## config.mk

```make
export PLATFORM = sky130hd
export DESIGN_NAME = two_ctr_pmu
export DESIGN_NICKNAME = d
export VERILOG_FILES = /design/src/rtl/pmu_pkg.sv /design/src/rtl/pmu_event_filter.sv /design/src/rtl/pmu_counter.sv /design/src/rtl/two_ctr_pmu.sv
export SDC_FILE = /design/constraint.sdc
export NUM_CORES = 1
export LEC_CHECK = 0
export BUFFER_PORTS_ARGS = -buffer_cell sky130_fd_sc_hd__buf_2
export CORE_MARGIN = 5
export CORE_UTILIZATION = 35
export CTS_CLUSTER_DIAMETER = 60
export DETAILED_ROUTE_END_ITERATION = 16
export GPL_TIMING_DRIVEN = 0
export HOLD_SLACK_MARGIN = 0.1
export SYNTH_ARGS = -nofsm -noshare
export SYNTH_HDL_FRONTEND = slang
export SYNTH_SLANG_ARGS = --single-unit
```

## constraint.sdc

```tcl
create_clock -name clk -period 7.7 [get_ports clk]
set_input_delay 1.54 -clock clk [delete_from_list [all_inputs] [get_ports clk]]
set_output_delay 1.54 -clock clk [all_outputs]
set_load 0.01 [all_outputs]
```

## src/rtl/pmu_pkg.sv

```systemverilog
package pmu_pkg;

    localparam int NUM_CTR    = 2;
    localparam int CNT_W      = 40;
    localparam int DATA_W     = 40;
    localparam int ADDR_W     = 3;
    localparam int NUM_EVENTS = 8;
    localparam int LANE_W     = 8;
    localparam int SEL_W      = 32;
    localparam int THR_W      = 8;
    localparam int INC_W      = $clog2(LANE_W + 1);
    localparam int EV_BUS_W   = NUM_EVENTS * LANE_W;

    localparam int A_SEL_BASE = 0;
    localparam int A_CNT_BASE = A_SEL_BASE + NUM_CTR;
    localparam int A_GATE     = A_CNT_BASE + NUM_CTR;
    localparam int A_STAT     = A_GATE + 1;
    localparam int A_CLR      = A_STAT + 1;

    typedef struct packed {
        logic [THR_W-1:0] thresh;
        logic             inv;
        logic             local_en;
        logic             irq_en;
        logic             edge_det;
        logic [7:0]       mask;
        logic [7:0]       code;
    } evsel_t;

    function automatic evsel_t unpack_sel(input logic [SEL_W-1:0] w);
        evsel_t s;
        s.code     = w[7:0];
        s.mask     = w[15:8];
        s.edge_det = w[18];
        s.irq_en   = w[20];
        s.local_en = w[22];
        s.inv      = w[23];
        s.thresh   = w[31:24];
        return s;
    endfunction

    function automatic logic [SEL_W-1:0] pack_sel(input evsel_t s);
        logic [SEL_W-1:0] w;
        w        = '0;
        w[7:0]   = s.code;
        w[15:8]  = s.mask;
        w[18]    = s.edge_det;
        w[20]    = s.irq_en;
        w[22]    = s.local_en;
        w[23]    = s.inv;
        w[31:24] = s.thresh;
        return w;
    endfunction

endpackage

```

## src/rtl/pmu_event_filter.sv

```systemverilog
module pmu_event_filter
    import pmu_pkg::*;
(
    input  logic                clk,
    input  logic                rst,
    input  logic [EV_BUS_W-1:0] events,
    input  evsel_t              cfg,
    output logic [INC_W-1:0]    inc
);

    logic [LANE_W-1:0] lane;
    logic [INC_W-1:0]  count;
    logic              cond;
    logic              prev_q;
    logic              rise;

    always_comb begin
        lane = '0;
        for (int k = 0; k < NUM_EVENTS; k++) begin
            if (int'(cfg.code) == k) lane = events[k*LANE_W +: LANE_W];
        end
    end

    always_comb begin
        count = '0;
        for (int b = 0; b < LANE_W; b++) begin
            count = count + INC_W'(lane[b] & cfg.mask[b]);
        end
    end

    always_comb begin
        if (cfg.thresh == '0) cond = (count != '0) ^ cfg.inv;
        else                  cond = (THR_W'(count) >= cfg.thresh) ^ cfg.inv;
    end

    always_ff @(posedge clk) begin
        if (rst) prev_q <= 1'b0;
        else     prev_q <= cond;
    end

    assign rise = cond & ~prev_q;

    always_comb begin
        if (cfg.edge_det)              inc = INC_W'(rise);
        else if (cfg.thresh != '0)     inc = INC_W'(cond);
        else                           inc = count;
    end

    p_edge_gap_r7: assert property (@(posedge clk) disable iff (rst)
        (cfg.edge_det && inc != '0) |=> (!$stable(cfg) || inc == '0))
        else $error("edge mode counted two cycles in a row");

    p_inc_bound_r4: assert property (@(posedge clk) disable iff (rst)
        inc <= INC_W'(LANE_W))
        else $error("increment above lane width");

endmodule

```

## src/rtl/pmu_counter.sv

```systemverilog
module pmu_counter
    import pmu_pkg::*;
(
    input  logic             clk,
    input  logic             rst,
    input  logic             en,
    input  logic [INC_W-1:0] inc,
    input  logic             load,
    input  logic [CNT_W-1:0] load_val,
    output logic [CNT_W-1:0] cnt_q,
    output logic             ovf
);

    logic [CNT_W:0] sum;

    assign sum = {1'b0, cnt_q} + (CNT_W+1)'(inc);
    assign ovf = en & ~load & sum[CNT_W];

    always_ff @(posedge clk) begin
        if (rst)       cnt_q <= '0;
        else if (load) cnt_q <= load_val;
        else if (en)   cnt_q <= sum[CNT_W-1:0];
    end

    p_hold_r2: assert property (@(posedge clk) disable iff (rst)
        (!en && !load) |=> $stable(cnt_q))
        else $error("counter moved while disabled");

    p_load_r11: assert property (@(posedge clk) disable iff (rst)
        load |=> (cnt_q == $past(load_val)))
        else $error("preload not taken");

    p_wrap_r8: assert property (@(posedge clk) disable iff (rst)
        ovf |=> (cnt_q <= CNT_W'(LANE_W)))
        else $error("wrapped value too large");

endmodule

```

## src/rtl/two_ctr_pmu.sv

```systemverilog
module two_ctr_pmu
    import pmu_pkg::*;
(
    input  logic                clk,
    input  logic                rst,
    input  logic                wr_en,
    input  logic [ADDR_W-1:0]   wr_addr,
    input  logic [DATA_W-1:0]   wr_data,
    input  logic [ADDR_W-1:0]   rd_addr,
    output logic [DATA_W-1:0]   rd_data,
    input  logic [EV_BUS_W-1:0] events,
    output logic                irq
);

    localparam logic [ADDR_W-1:0] AD_GATE = ADDR_W'(A_GATE);
    localparam logic [ADDR_W-1:0] AD_STAT = ADDR_W'(A_STAT);
    localparam logic [ADDR_W-1:0] AD_CLR  = ADDR_W'(A_CLR);

    logic [NUM_CTR-1:0]             gate_q;
    logic [NUM_CTR-1:0]             stat_q;
    logic [NUM_CTR-1:0]             ovf;
    logic [NUM_CTR-1:0]             ie_vec;
    logic [NUM_CTR-1:0][CNT_W-1:0]  cnt_all;
    logic [NUM_CTR-1:0][SEL_W-1:0]  sel_rd;
    logic                           clr_wr;
    logic [NUM_CTR-1:0]             clr_bits;

    assign clr_wr   = wr_en && (wr_addr == AD_CLR);
    assign clr_bits = clr_wr ? wr_data[NUM_CTR-1:0] : '0;

    for (genvar i = 0; i < NUM_CTR; i++) begin : g_ctr
        localparam logic [ADDR_W-1:0] AD_SEL = ADDR_W'(A_SEL_BASE + i);
        localparam logic [ADDR_W-1:0] AD_CNT = ADDR_W'(A_CNT_BASE + i);

        evsel_t           sel_q;
        logic [INC_W-1:0] inc;
        logic             run;
        logic             load;
        logic [CNT_W-1:0] cnt_q;

        always_ff @(posedge clk) begin
            if (rst)                               sel_q <= '0;
            else if (wr_en && wr_addr == AD_SEL)   sel_q <= unpack_sel(wr_data[SEL_W-1:0]);
        end

        assign run  = gate_q[i] & sel_q.local_en;
        assign load = wr_en && (wr_addr == AD_CNT);

        pmu_event_filter u_filt (
            .clk    (clk),
            .rst    (rst),
            .events (events),
            .cfg    (sel_q),
            .inc    (inc)
        );

        pmu_counter u_cnt (
            .clk      (clk),
            .rst      (rst),
            .en       (run),
            .inc      (inc),
            .load     (load),
            .load_val (wr_data[CNT_W-1:0]),
            .cnt_q    (cnt_q),
            .ovf      (ovf[i])
        );

        assign cnt_all[i] = cnt_q;
        assign sel_rd[i]  = pack_sel(sel_q);
        assign ie_vec[i]  = sel_q.irq_en;

        p_set_r8: assert property (@(posedge clk) disable iff (rst)
            ovf[i] |=> stat_q[i])
            else $error("overflow flag not latched");

        p_clear_r9: assert property (@(posedge clk) disable iff (rst)
            (clr_bits[i] && !ovf[i]) |=> !stat_q[i])
            else $error("flag not cleared");

        p_keep_r9: assert property (@(posedge clk) disable iff (rst)
            (stat_q[i] && !clr_bits[i]) |=> stat_q[i])
            else $error("flag lost without clear");
    end

    always_ff @(posedge clk) begin
        if (rst) begin
            gate_q <= '0;
            stat_q <= '0;
        end else begin
            if (wr_en && wr_addr == AD_GATE) gate_q <= wr_data[NUM_CTR-1:0];
            stat_q <= (stat_q & ~clr_bits) | ovf;
        end
    end

    assign irq = |(stat_q & ie_vec);

    always_comb begin
        rd_data = '0;
        for (int i = 0; i < NUM_CTR; i++) begin
            if (rd_addr == ADDR_W'(A_SEL_BASE + i)) rd_data = DATA_W'(sel_rd[i]);
            if (rd_addr == ADDR_W'(A_CNT_BASE + i)) rd_data = DATA_W'(cnt_all[i]);
        end
        if (rd_addr == AD_GATE) rd_data = DATA_W'(gate_q);
        if (rd_addr == AD_STAT) rd_data = DATA_W'(stat_q);
    end

    p_irq_src_r10: assert property (@(posedge clk) disable iff (rst)
        irq |-> (stat_q != '0))
        else $error("irq without any flag");

    p_reset_r1: assert property (@(posedge clk)
        $past(rst) |-> (stat_q == '0 && gate_q == '0))
        else $error("state not cleared by reset");

endmodule

```

==> out/qor.yml, run 1 <==
rrSetupSlack_ns: 0.43
grt_pass1_wl_um: 57400
whs_ns: 0.470
first_global_vias: 9318
holdCritStartpoint: "g_ctr[0].sel_q[6]"
core_um2: 27900
netlist_top_cells_count: "nand2_1, dfxtp_1, nor2_1, a21oi_1, a211oi_1"
arrival_ns: 7.79
postRouteAntennaNets: 0
grt_start_max_net_pins: 17
min_path_type: "flip-flop to flip-flop"
final_max_slew_viol_count: 0
cts.sinks: 142
cts_buffers: 17
slew_headroom_pct: 11.7
setup_viol: 0
yosys_most_used_dff: "dfxtp_1"
root_buffer: "clkbuf_16"
viasPerCell: 5.79
antenna_found_initial: 2
fin_crit_ns: 7.44
cts.clk_slew.worst_paths_ns: 0.07
cp-start-kind: "primary input"
drive_gt1_share_pct: 21.0
post_dp_cell_area_um2: 11100
netlist-cell-type-count: 62
cp.required_ns: 8.04
synth_top_area_share_pct: 28.8
ff2ff_path_depth: 26
grt_overflow: 0
num_vias: 10200
synthTopCellsByArea: "dfxtp_1, mux4_2, nand2_1"
hold_violations: 0
cts_hold_buf: 0
drt_iter0_markers: 1208
drtPass1Iterations: 7
routed_wl_um: 39200
drc: 0
design_area_um2: 12000
powerDensity_nw_per_um2: 154
syn_nets: 1333
dp_hpwl_um: 30300
syn_avg_cell_area_um2: 8.32
max_slew.worst_pin.slew_ns: 1.31
yosys.area.top_type: "dfxtp_1"
port_buffers: 148
dp.cells: 1714
skew_ns: 0.0120
ios: 154
max_freq_ghz: 0.134
cts_tree: "done"
htree_levels: 4
synth_edf_count: 0
die_w_um: 178
cts.path.max_buffers: 2
ys_seq_area_share_pct: 28.8
syn_inst: 1188
rows: 61
fin_crit_sh_pct: 96.7
async_flop_share_pct: 0
cp-startpoint: "events[30]"
min_path_cells: 2
clkLatencyLatePin_ns: 0.43
yosysWarnings: 0
die_h_um: 178
synth_most_common_cell: "nand2_1"
timing.max_cap.violations: 0
wl_per_cell_um: 22.3
vdd_drop_max_uv: 112
synth-seq-cells: 142
layout.cells.non_filler: 1758
end_kind: "flip-flop"
place_congestion: 0.911
cellLeakagePower_nw: 4.30
fin_util_pct: 42.9
area.growth.synth_to_final_pct: 21.0
fin_nets: 1511
path_max_fanout: 8
groute.usage.overall_pct: 24.0
path_class: "primary input to flip-flop"
regToRegStartpoint: "g_ctr[0].sel_q[0]"
netlist_area_um2: 9880
die-area_um2: 31700
initial_core_util_pct: 35.5
outcome: "complete, no violations"
-- through the flow --
step | total power [mW] | setup WS, ns | setup TNS [ns]
floorplan | 0.919 | 0.169 | 0
global placement | 1.02 | -1.31 | -34.21
detailed placement | 1.03 | -1.04 | -36.21
CTS | 1.84 | 0.00136 | 0
global route | 1.90 | -0.0173 | -0.0173
finish | 1.84 | 0.257 | 0
-- per-layer routing --
metal / up-vias / wire length [um] / share of wire (%) / track usage, %
li1: 4680 / - / - / -
met2: 552 / 17800 / 45 / 37.5
met4: 2 / 1160 / 3.0 / 8.09
met1: 4884 / 16400 / 42 / 33.5
met5: - / 7 / 0.018 / 0
met3: 66 / 3790 / 9.7 / 4.26
-- report_power, final --
group	leakage, nW	switching, mW	internal [mW]
clock	0.278	0.320	0.502
sequential	1.15	0.0291	0.757
combinational	2.87	0.139	0.0945
total	4.30	0.489	1.35
-- logic make-up (layout without fill, tap and decap cells) --
kind of cell | after synthesis | after routing | synth area share [%]
fa+ha+maj | 32 | 32 | 4.81
flops | 142 | 142 | 28.8
buf+inv | 117 | 308 | 4.73
xor+xnor | 56 | 56 | 4.96
mux | 87 | 87 | 14.4
compound gates | 236 | 236 | 15.7
other cells | 0 | 1 | 0
simple gates | 518 | 518 | 26.6
-- what timing repair did --
item | CTS | global route
pin swaps | 2 | 14
setup buffers | 4 | 8
setup endpoints to repair | 57 | 68
resized for setup | 20 | 21
-- placed cells by master, fill, tap and decap left out, types with 17 or more instances in the layout --
cell type and instances:
a211oi_1 62, a21oi_1 79, buf_2 158, clkbuf_1 64
clkbuf_16 17, dfxtp_1 142, ha_1 20, inv_1 33
mux2i_1 43, mux4_2 43, nand2_1 184, nand3_1 26
nand4_1 25, nor2_1 111, nor2b_1 31, nor3_1 26
o21ai_0 22, xnor2_1 27, xor2_1 27
-- state kept, by name (all words and copies together), names as in the netlist --
signal               flops
g_ctr.u_filt.prev_q      2
g_ctr.sel_q             56
gate_q                   2
stat_q                   2
g_ctr.u_cnt.cnt_q       80
-- final cells by class --
type | count | area [um^2]
sequential | 142 | 2840
tap | 378 | 473
buffer | 84 | 357
clock inverter | 6 | 82.6
multi-input combinational | 929 | 6740
clock buffer | 26 | 489
fill | 2781 | 15900
inverter | 33 | 124
timing repair buffer | 159 | 848
antenna | 1 | 2.50
-- path summary, 6_finish.rpt --
kind                              endpoint
setup / recovery  g_ctr[1].u_cnt.cnt_q[34]
hold / removal           g_ctr[0].sel_q[6]
setup reg to reg  g_ctr[0].u_cnt.cnt_q[10]
hold reg to reg          g_ctr[0].sel_q[6]
-- critical path: stages --
cell and delay, ns:
buf_2 0.10, mux4_2 0.49, o2111ai_1 0.20, a21o_1 0.14, fa_1 0.45, fa_1 0.54
inv_1 0.06, fa_1 0.50, ha_1 0.25, fa_1 0.42, xnor2_2 0.20, inv_1 0.07
ha_1 0.27, o21ai_0 0.06, o31a_1 0.25, or3_1 0.32, a31oi_1 0.16, ha_2 0.21
inv_1 0.06, fa_2 0.36, nor2b_4 0.18, o2111ai_4 0.28, nor2_4 0.30, a211oi_1 0.10
nor4_1 0.26
Note: power is estimated with default switching activity, not from simulation.
==> run 2, diff against run 1 <==
Settings changed: CORE_UTILIZATION 35 to 40.
==> run 2 against run 1 <==
Hold slack better by 0.0055 ns. Critical path depth is 1 lower. Die area is 12% lower. Count of clock-buffer cells in the layout is 5 lower.
==> out/qor.yml, run 2 (synthesis results as in run 1) <==
outcome: "complete, no violations"
cp-start-kind: "primary input"
clkLatencyLatePin_ns: 0.43
cellLeakagePower_nw: 4.32
grt_overflow: 0
grt_start_max_net_pins: 17
drt_iter0_markers: 1105
rows: 57
max_freq_ghz: 0.133
routed_wl_um: 38300
cts.path.max_buffers: 2
fin_crit_ns: 7.51
first_global_vias: 9418
power_mw: 1.94
grt_pass1_wl_um: 57100
powerDensity_nw_per_um2: 163
place_ws_ns: -0.954
htree_levels: 4
cts_tree: "done"
wl_per_cell_um: 22.5
arrival_ns: 7.84
holdCritStartpoint: "g_ctr[1].sel_q[7]"
fillers: 2328
die_h_um: 167
final_cell_mix: "nand2_1, buf_2, dfxtp_1, nor2_1, a21oi_1"
viasPerCell: 5.92
slew_headroom_pct: 15.3
top_regs: "g_ctr.u_cnt.cnt_q: 80 flops, g_ctr.sel_q: 56 flops"
layout_setup_ws_ns: 0.194
core_um2: 24300
area.growth.synth_to_final_pct: 20.7
timing.max_cap.violations: 0
dp_hpwl_um: 30200
path_class: "primary input to flip-flop"
grtUsageMet2_pct: 40.8
cp.required_ns: 8.03
largest-register: "g_ctr.u_cnt.cnt_q"
groute.usage.overall_pct: 26.3
setup_viol: 0
die-area_um2: 28000
final_common_cell: "nand2_1"
cts.sinks: 142
final_max_slew_viol_count: 0
drtPass1Iterations: 6
regToRegStartpoint: "g_ctr[0].sel_q[0]"
cts.clk_slew.worst_paths_ns: 0.06
min_path_type: "flip-flop to flip-flop"
grt_util_met1_pct: 37.1
layout.cells.non_filler: 1701
busiest_layer: "met2"
cts_buffers: 17
num_vias: 10100
dp.cells: 1660
drive_gt1_share_pct: 21.0
root_buffer: "clkbuf_16"
ios: 154
postRouteAntennaNets: 0
skew_ns: 0.00870
largest_reg_flops: 80
cp-startpoint: "events[30]"
vdd_drop_max_uv: 115
port_buffers: 148
fin_nets: 1508
drc: 0
end_kind: "flip-flop"
max_slew.worst_pin.slew_ns: 1.26
fin_crit_sh_pct: 97.5
path_max_fanout: 10
die_w_um: 167
initial_core_util_pct: 40.6
grt_util_met3_pct: 4.79
antenna_found_initial: 1
place_congestion: 0.918
hold_violations: 0
==> run 2: metrics by stage <==
step	instance area [um^2]	util, %	hold WS (ns)	setup TNS [ns]
after floorplan	9880	-	0.440	0
after CTS	11800	48.6	0.474	0
after detailed placement	11000	45.4	0.466	-33.89
final	11900	49.1	0.475	0
after global placement	11000	45.4	0.451	-34.60
after global routing	11900	49.1	0.501	-0.128
==> run 2: cell type report <==
type,count,area [um^2],area share [%]
Multi-Input combinational cell,929,6730,56.4
Sequential cell,142,2840,23.8
Buffer,84,359,3.01
Timing Repair Buffer,156,813,6.82
Tap cell,324,405,3.40
Clock buffer,21,470,3.94
Inverter,33,124,1.04
Antenna cell,1,2.50,0.0210
Clock inverter,11,186,1.56
==> run 2: timing repair <==
action,in CTS,in global routing
gates resized for setup,21,19
setup buffers,5,3
pin swaps,3,6
hold buffers,0,0
setup endpoints to repair,53,66
==> run 2: worst paths after layout <==
kind                              endpoint  slack (ns)  cells after the start
setup / recovery  g_ctr[0].u_cnt.cnt_q[32]        0.19                     24
hold / removal           g_ctr[1].sel_q[7]        0.48                      2
setup reg to reg  g_ctr[0].u_cnt.cnt_q[32]        0.32                     25
hold reg to reg          g_ctr[1].sel_q[7]        0.48                      2
==> run 2: where the power goes <==
group	leakage, nW	switching (mW)	internal (mW)
combinational	2.85	0.138	0.0937
sequential	1.15	0.0297	0.757
clock	0.323	0.327	0.599
==> run 2: critical path, stage by stage <==
cell	delay, ns
buf_2	0.10
mux4_2	0.45
nor2_1	0.10
a21oi_1	0.06
o2111ai_1	0.19
fa_1	0.49
fa_1	0.56
inv_1	0.06
fa_1	0.52
ha_1	0.25
fa_2	0.58
ha_1	0.25
a211oi_2	0.20
o21ai_2	0.12
o2111a_1	0.17
a211oi_2	0.22
ha_2	0.24
inv_1	0.06
fa_1	0.44
nor2b_2	0.20
o211ai_1	0.21
buf_4	0.26
or3_1	0.31
a311oi_1	0.25
==> run 2: metal layers <==
metal / share of wire [%] / wire length, um
met1: 43 / 16400
met2: 45 / 17100
met4: 3.3 / 1250
met3: 9.0 / 3440
met5: 0 / 0
